`src/rtl/seg_addr_pkg.sv`:
```
package seg_addr_pkg;

   localparam int unsigned NUM_SEG = 4;
   localparam int unsigned SEL_W   = 2;

   typedef enum logic [SEL_W-1:0] {
      SEG_CODE  = 2'd0,
      SEG_STACK = 2'd1,
      SEG_DATA  = 2'd2,
      SEG_EXTRA = 2'd3
   } seg_idx_e;

   typedef enum logic [1:0] {
      ACC_DATA   = 2'd0,
      ACC_FETCH  = 2'd1,
      ACC_STACK  = 2'd2,
      ACC_STRDST = 2'd3
   } acc_kind_e;

   function automatic seg_idx_e kind_to_seg(input acc_kind_e k);
      case (k)
         ACC_FETCH:  return SEG_CODE;
         ACC_STACK:  return SEG_STACK;
         ACC_STRDST: return SEG_EXTRA;
         default:    return SEG_DATA;
      endcase
   endfunction

endpackage

```
`src/rtl/seg_regfile.sv`:
```
module seg_regfile
   import seg_addr_pkg::*;
#(
   parameter int unsigned SEG_W = 16
) (
   input  logic                            clk,
   input  logic                            rst_n,
   input  logic                            wr_en,
   input  logic [SEL_W-1:0]                wr_sel,
   input  logic [SEG_W-1:0]                wr_data,
   output logic [NUM_SEG-1:0][SEG_W-1:0]   seg_q
);

   for (genvar gi = 0; gi < NUM_SEG; gi++) begin : g_seg
      logic hit;
      assign hit = wr_en && (wr_sel == SEL_W'(gi));

      always_ff @(posedge clk or negedge rst_n) begin
         if (!rst_n)   seg_q[gi] <= '0;
         else if (hit) seg_q[gi] <= wr_data;
      end

      // selected register takes the written value
      a_r8_write_loads: assert property (@(posedge clk) disable iff (!rst_n)
         (wr_en && wr_sel == SEL_W'(gi)) |=> (seg_q[gi] == $past(wr_data)));

      // unselected or disabled register keeps its value
      a_r9_hold_value: assert property (@(posedge clk) disable iff (!rst_n)
         !(wr_en && wr_sel == SEL_W'(gi)) |=> $stable(seg_q[gi]));

      // register is clear when reset is released
      a_r7_zero_after_reset: assert property (@(posedge clk)
         $rose(rst_n) |-> (seg_q[gi] == '0));
   end

endmodule

```
`src/rtl/seg_select.sv`:
```
module seg_select
   import seg_addr_pkg::*;
#(
   parameter int unsigned SEG_W = 16
) (
   input  logic [1:0]                      acc_kind,
   input  logic [NUM_SEG-1:0][SEG_W-1:0]   seg_q,
   output logic [SEL_W-1:0]                seg_sel,
   output logic [SEG_W-1:0]                seg_val
);

   seg_idx_e idx;

   always_comb begin
      idx     = kind_to_seg(acc_kind_e'(acc_kind));
      seg_sel = idx;
      seg_val = seg_q[idx];
   end

endmodule

```
`src/rtl/seg_adder.sv`:
```
module seg_adder #(
   parameter int unsigned SEG_W     = 16,
   parameter int unsigned OFF_W     = 16,
   parameter int unsigned SHIFT     = 4,
   parameter bit          SPLIT_ADD = 1'b1,
   localparam int unsigned PADDR_W  = SEG_W + SHIFT
) (
   input  logic [SEG_W-1:0]   seg_val,
   input  logic [OFF_W-1:0]   offset,
   output logic [PADDR_W-1:0] phys_addr
);

   if (SPLIT_ADD) begin : g_split
      // Low SHIFT bits pass straight through; only the upper part needs a carry chain.
      logic [SEG_W-1:0] off_hi;
      logic [SEG_W:0]   hi_sum;
      assign off_hi = SEG_W'(offset[OFF_W-1:SHIFT]);
      assign hi_sum = {1'b0, seg_val} + {1'b0, off_hi};
      assign phys_addr = {hi_sum[SEG_W-1:0], offset[SHIFT-1:0]};
   end else begin : g_full
      logic [PADDR_W:0] sum;
      assign sum = {1'b0, seg_val, {SHIFT{1'b0}}} + (PADDR_W+1)'(offset);
      assign phys_addr = sum[PADDR_W-1:0];
   end

endmodule

```
`src/rtl/seg_addr_gen.sv`:
```
module seg_addr_gen
   import seg_addr_pkg::*;
#(
   parameter int unsigned SEG_W     = 16,
   parameter int unsigned OFF_W     = 16,
   parameter int unsigned SHIFT     = 4,
   parameter bit          SPLIT_ADD = 1'b1,
   localparam int unsigned PADDR_W  = SEG_W + SHIFT
) (
   input  logic               clk,
   input  logic               rst_n,
   input  logic               wr_en,
   input  logic [1:0]         wr_sel,
   input  logic [SEG_W-1:0]   wr_data,
   input  logic [1:0]         acc_kind,
   input  logic [OFF_W-1:0]   offset,
   output logic [PADDR_W-1:0] phys_addr,
   output logic [1:0]         seg_sel
);

   if (SHIFT < 1 || OFF_W <= SHIFT || OFF_W > PADDR_W) begin : g_bad_widths
      $error("seg_addr_gen: need 1 <= SHIFT < OFF_W <= SEG_W + SHIFT");
   end
   if (SEL_W != $clog2(NUM_SEG)) begin : g_bad_sel
      $error("seg_addr_gen: select width does not match segment count");
   end

   logic [NUM_SEG-1:0][SEG_W-1:0] seg_q;
   logic [SEG_W-1:0]              seg_val;

   seg_regfile #(.SEG_W(SEG_W)) regs_i (
      .clk     (clk),
      .rst_n   (rst_n),
      .wr_en   (wr_en),
      .wr_sel  (wr_sel),
      .wr_data (wr_data),
      .seg_q   (seg_q)
   );

   seg_select #(.SEG_W(SEG_W)) sel_i (
      .acc_kind (acc_kind),
      .seg_q    (seg_q),
      .seg_sel  (seg_sel),
      .seg_val  (seg_val)
   );

   seg_adder #(
      .SEG_W     (SEG_W),
      .OFF_W     (OFF_W),
      .SHIFT     (SHIFT),
      .SPLIT_ADD (SPLIT_ADD)
   ) add_i (
      .seg_val   (seg_val),
      .offset    (offset),
      .phys_addr (phys_addr)
   );

   // implicit segment choice at the ports
   a_r3_fetch_code: assert property (@(posedge clk) disable iff (!rst_n)
      (acc_kind == 2'd1) |-> (seg_sel == 2'd0));
   a_r4_stack_seg: assert property (@(posedge clk) disable iff (!rst_n)
      (acc_kind == 2'd2) |-> (seg_sel == 2'd1));
   a_r5_data_seg: assert property (@(posedge clk) disable iff (!rst_n)
      (acc_kind == 2'd0) |-> (seg_sel == 2'd2));
   a_r6_extra_seg: assert property (@(posedge clk) disable iff (!rst_n)
      (acc_kind == 2'd3) |-> (seg_sel == 2'd3));

   // base is 16-byte aligned, so low address bits come from the offset
   a_r11_low_bits: assert property (@(posedge clk) disable iff (!rst_n)
      phys_addr[SHIFT-1:0] == offset[SHIFT-1:0]);

   // with a zero offset the address is the aligned base of the chosen register
   a_r1_zero_offset_base: assert property (@(posedge clk) disable iff (!rst_n)
      (offset == '0) |-> (phys_addr == {seg_q[seg_sel], {SHIFT{1'b0}}}));

endmodule

```
`config.mk`:
```
export PLATFORM = sky130hd
export DESIGN_NAME = seg_addr_gen
export DESIGN_NICKNAME = d
export VERILOG_FILES = /design/src/rtl/seg_addr_pkg.sv /design/src/rtl/seg_regfile.sv /design/src/rtl/seg_select.sv /design/src/rtl/seg_adder.sv /design/src/rtl/seg_addr_gen.sv
export SDC_FILE = /design/constraint.sdc
export NUM_CORES = 1
export LEC_CHECK = 0
export BUFFER_PORTS_ARGS = -buffer_cell sky130_fd_sc_hd__buf_4
export CORE_MARGIN = 2
export CORE_UTILIZATION = 51
export DETAILED_ROUTE_END_ITERATION = 7
export PLACE_DENSITY_LB_ADDON = 0.1
export RECOVER_POWER = 100
export SKIP_LAST_GASP = 1
export SYNTH_ARGS = -nofsm -noshare
export SYNTH_HDL_FRONTEND = slang
export SYNTH_HIERARCHICAL = 1
export SYNTH_SLANG_ARGS = --single-unit
```
`constraint.sdc`:
```
create_clock -name clk -period 4.1 [get_ports clk]
set_clock_uncertainty 0.1 [all_clocks]
set_input_delay 0.82 -clock clk [delete_from_list [all_inputs] [get_ports clk]]
set_output_delay 0.82 -clock clk [all_outputs]
set_load 0.02 [all_outputs]
```
==> Yosys cells after proc, flatten, opt, wreduce, memory -nomap -nowiden <==
Cells that the tools add are included.
{ "word_totals": {"romBits": 0, "ff_bits": 64, "elab_cells": 20, "mem_count": 0, "mem_bits_rw": 0, "latchBits": 0} }
{ "classes": {"mul": 0, "bitwise_logic": 0, "order_cmp": 1, "eq_ne": 6, "n_mux": 3, "div": 0, "shift": 0, "n_reduce_logical": 5, "add_sub_neg": 1} }
{ "op_table": {"columns": ["cell", "count"], "rows": [
  ["$bmux 16 s2", 1],
  ["$add 16x12->16", 1],
  ["$mux 16", 1],
  ["$eq 2x2->1 const B", 4],
  ["$pmux 2 s3", 1],
  ["$eq 2x1->1 const B", 2],
  ["$logic_and 1x1->1", 4],
  ["$lt 2x3->1 const B", 1],
  ["$logic_not 2->1", 1]
]} }

==> Logic depth before layout (Yosys ltp) <==
{ "depth": {"ltp_word": 5, "ltp_mapped": 11, "ltp_nobuf": 10} }

==> By module <==
Netlist, hierarchy kept.
{ "by_module_without_submodules": {"columns": ["module", "instances", "cells_per_inst", "area_each_um2"], "rows": [
  ["seg_regfile", 1, 136, 2411.1],
  ["seg_adder", 1, 108, 820.8],
  ["seg_select", 1, 24, 459.2]
]} }

==> Worst setup path before layout <==
No wires, ideal clock.
{ "synth_path": {"path_kind": "input port to output port", "startpoint": "input port acc_kind[0]", "endpoint": "output port phys_addr[16]", "required_ns": 3.180, "arrival_ns": 3.662, "stages": 10, "slack_ns": -0.482, "path_cell_list": "inv_1 -> ha_1 -> nor2_4 -> mux4_1 -> ha_1 -> fa_1 -> a21o_1 -> a221oi_4 -> nor3_1 -> nor3_1"} }
{ "synth_between": {"elab_chain_cells": 5, "word_cells_on_any_way": 7, "cone_classes": "add/sub: 1; eq/ne: 3; mux: 3"} }
{ "synth_lines": {"columns": ["element", "line_no", "source"], "rows": [
  ["from (decl)", "seg_addr_gen.sv:15", "input logic [1:0] acc_kind,"],
  ["$eq 2x2->1 / $eq 2x1->1 (equally long branches)", "seg_addr_pkg.sv:21", "case (k)"],
  ["$pmux 2 s3 *", "seg_addr_pkg.sv:21", null],
  ["$bmux 16 s2 *", "seg_select.sv:17", "seg_val = seg_q[idx];"],
  ["$mux 16 (not written as such) *", "seg_select.sv:17", null],
  ["net seg_val[0]", "seg_addr_gen.sv:29", "logic [SEG_W-1:0] seg_val;"],
  ["$add 16x12->16 *", "seg_adder.sv:18", "assign hi_sum = {1'b0, seg_val} + {1'b0, off_hi};"],
  ["to (decl)", "seg_addr_gen.sv:17", "output logic [PADDR_W-1:0] phys_addr,"]
]} }
Mark *: on every way through the listed nets, which the timed path passes. The rest lies on a longest branch. The select of a mux whose other input is x is not followed.

==> Worst setup path in the final report <==
{ "layout_path": {"startpoint": "input port acc_kind[1]", "endpoint": "output port phys_addr[19]"} }
Same word-level chain as after synthesis.

==> impl_metrics.py <==
metrics = {
    "clock_tree": {
        "cts-root-buf": "clkbuf_8",
        "clock_latency_ns": 0.34,
        "numCtsBuffers": 9,
        "cts_tree": "built",
        "path_clk_slew_ns": 0.07,
        "cts-htree-levels": 3,
        "max-clock-path-buffers": 2,
        "cts_sinks": 64,
    },
    "logic_synthesis": {
        "synth_top_area_cell": "dfrtp_1",
        "ys_seq_area_frac": 0.4339,
        "yosys-top-cells-area": "dfrtp_1 43%, mux2_2 20%, mux4_2 5.5%",
        "ys_warn_count": 6,
        "synth_cell_types": 47,
        "synthXorXnorAreaFrac": 0.02136,
        "synthMuxAreaShare": 0.3000,
        "synth_compound_area_frac": 0.08000,
        "synth_cells": 268,
        "synth_top_family_by_area": "multiplexers",
        "yosys.area_share.simple": 0.07288,
        "ys.flop_type": "dfrtp_1",
        "ys_seq_elements": 64,
        "synth_edf_count": 0,
        "syn_area_mm2": 0.003691,
        "synth_top_cell_area_share": 0.4339,
        "syn_avg_cell_area_um2": 13.77,
        "synth_fp_nets": 322,
        "synth_fa_ha_area_frac": 0.05288,
        "ys_async_sr_fraction": 1.000,
    },
    "power_and_ir_drop": {
        "intPower_w": 0.001916,
        "power_switching_w": 0.0009396,
        "leakage_nw": 2.194,
        "vdd_drop_max_mv": 0.3551,
        "p_seq_frac": 0.283,
        "combPwrFrac": 0.480,
        "power.density_mw_per_mm2": 558.3,
        "switching_share": 0.3290,
        "clockPowerShare": 0.237,
    },
    "cells_and_area": {
        "stdcell_area_mm2": 0.005115,
        "largest-register": "regs_i/seg_q",
        "nets": 423,
        "instances_no_fill": 473,
        "diodes": 0,
        "drive_above_1_share": 0.6390,
        "n_fill_cell": 527,
        "largestRegisters": "regs_i/seg_q x64",
        "largest_reg_flops": 64,
        "area_delta_synth_final_pct": 38.58,
    },
    "timing": {
        "setup-tns-final_ns": -1.698,
        "fin_ws_ns": -0.2613,
        "tightest_slew_ns": 1.540,
        "hold_viol": 0,
        "finalCritPeriodShare": 1.064,
        "period_needed_ns": 4.361,
        "drv_slew": 82,
        "max_slew_margin": -0.02692,
        "rsz0062_at_grt": "yes",
        "fmax_mhz": 229.3,
        "report.final.setup_viol": 10,
    },
    "floorplanning": {
        "core_region_area_mm2": 0.007137,
        "ios": 61,
        "rows": 31,
        "die_area_mm2": 0.007933,
        "die_w_um": 89.07,
        "start_util": 0.5172,
        "dieHeight_um": 89.07,
    },
    "route": {
        "maxUsedRoutingLayer": "met4",
        "vias": 2617,
        "wl_per_cell_um": 17.51,
        "drt-initial-drc-count": 73,
        "ant_nets": 0,
        "routed_via_density": 5.533,
        "wl_um": 8284,
        "wl_met1_um": 3769,
        "drc": 0,
        "drt_pass1_iterations": 4,
        "wl_met3_um": 274,
        "wl_met2_um": 4179,
    },
    "global_routing": {
        "grt_pass1_vias": 2619,
        "antenna_found_initial": 0,
        "grt_max_degree": 65,
        "overflow": 0,
        "grt_pass1_wl_um": 13300,
        "grt_use_total": 0.2258,
    },
    "outcome": {
        "status": "finished with violations",
        "violations": "max-capacitance violations, max-slew violations, negative setup slack",
    },
    "placement": {
        "placed_cells_incl_taps": 446,
        "io_buffers": 52,
        "place_hpwl_um": 5625,
        "place_area_mm2": 0.004517,
        "post-place-ws_ns": -0.3669,
        "place_congestion": 0.7749,
    },
    "min_path": {
        "min_path_type": "register to register",
        "whs_path_depth": 1,
    },
    "setup_path": {
        "worst-setup-path-type": "input port to primary output",
        "start_kind": "input port",
        "arrival_ns": 3.44,
        "crit_path_end_kind": "primary output",
        "crit_fanout": 5,
        "rr_worst_depth": 1,
        "critPathRequiredTime_ns": 3.18,
    },
    "run": {
        "maxCapViolCount": 2,
    },
}
-- power by group through the flow --
stage               combinational (W)  sequential, W  clock [W]
detailed placement            0.00118       0.000818          0
global placement              0.00116       0.000814          0
CTS                           0.00130       0.000808   0.000691
finish                        0.00137       0.000809   0.000677
floorplan                    0.000756       0.000796          0
global route                  0.00148       0.000824   0.000717
-- cells by family (layout without fill, tap and decap cells) --
logic type,after synthesis,in the layout
buf+inv,21,127
simple gates,44,44
mux,80,80
flops,64,64
xor+xnor,9,9
compound gates,35,35
fa+ha+maj,15,15
-- critical path: stages --
cell and delay [ns]:
buf_8 0.10, ha_4 0.15, nor2_4 0.14, buf_12 0.13, buf_12 0.11, buf_12 0.09
mux4_2 0.52, ha_4 0.24, a21o_1 0.20, a31o_4 0.24, a2111oi_4 0.37, o311ai_4 0.15
buf_6 0.15
-- final timing paths --
| path | start | end | slack, ns |
|---|---|---|---|
| max | acc_kind[1] | phys_addr[19] | -0.26 |
| max reg2reg | regs_i/seg_q[34]$_DFFE_PN0P_ | regs_i/seg_q[34]$_DFFE_PN0P_ | 3.21 |
| min reg2reg | regs_i/seg_q[46]$_DFFE_PN0P_ | regs_i/seg_q[46]$_DFFE_PN0P_ | 0.40 |
| min in group asynchronous | rst_n | regs_i/seg_q[17]$_DFFE_PN0P_ | 0.76 |
| min | regs_i/seg_q[46]$_DFFE_PN0P_ | regs_i/seg_q[46]$_DFFE_PN0P_ | 0.40 |
| max in group asynchronous | rst_n | regs_i/seg_q[58]$_DFFE_PN0P_ | 2.22 |
-- placed cells by master, fill, tap and decap left out, types with 4 or more instances in the layout --
master,count
a21oi_1,5
nor2_1,5
clkbuf_1,5
mux4_2,15
xnor2_1,4
buf_6,15
a21o_1,5
buf_4,76
nand3_1,6
dfrtp_1,64
ha_4,11
nand2_1,6
mux2_2,64
clkbuf_8,11
inv_1,6
-- final cells by class --
class / count / area, µm² / share of cell area
clock buffers: 11 / 151.4 / 0.02960
clock inverters: 5 / 102.6 / 0.02006
inverters: 7 / 28.78 / 0.005626
multi-input cells: 183 / 2221 / 0.4342
flip-flops and latches: 64 / 1602 / 0.3131
well taps: 99 / 123.9 / 0.02422
repair buffers: 104 / 885.9 / 0.1732
-- layer usage --
layer	global-route usage	vias up
met5	0	-
li1	-	1220
met1	0.3073	1340
met4	0.06106	0
met3	0.04524	6
met2	0.3738	51
-- metrics by stage --
step                hold WS (ns)  utilization  power (W)
finish                    0.4023       0.7167   0.002856
global route              0.4168       0.7167   0.003021
CTS                       0.4010       0.7032   0.002803
detailed placement        0.3861       0.6329   0.001999
global placement          0.3809       0.6329   0.001970
floorplan                 0.3706            -   0.001552
-- cell usage after synthesis (3+ instances only) --
master / count
a21o_1: 5
a21oi_1: 10
buf_2: 4
buf_4: 5
dfrtp_1: 64
ha_1: 14
inv_1: 7
mux2_2: 64
mux4_1: 7
mux4_2: 9
nand2_1: 7
nand2b_1: 3
nand3_1: 7
nand4_1: 3
nor2_1: 6
o211ai_1: 3
or3_1: 3
xnor2_1: 6
xor2_1: 3
-- timing repair --
item                       4_1_cts  5_1_grt
setup endpoints to repair       11       12
resized for setup               38       21
gates cloned                     1        0
pin swaps                       21       19
hold buffers                     0        0
buffers inserted                 5        6
Note: power is estimated with default switching activity, not from simulation.
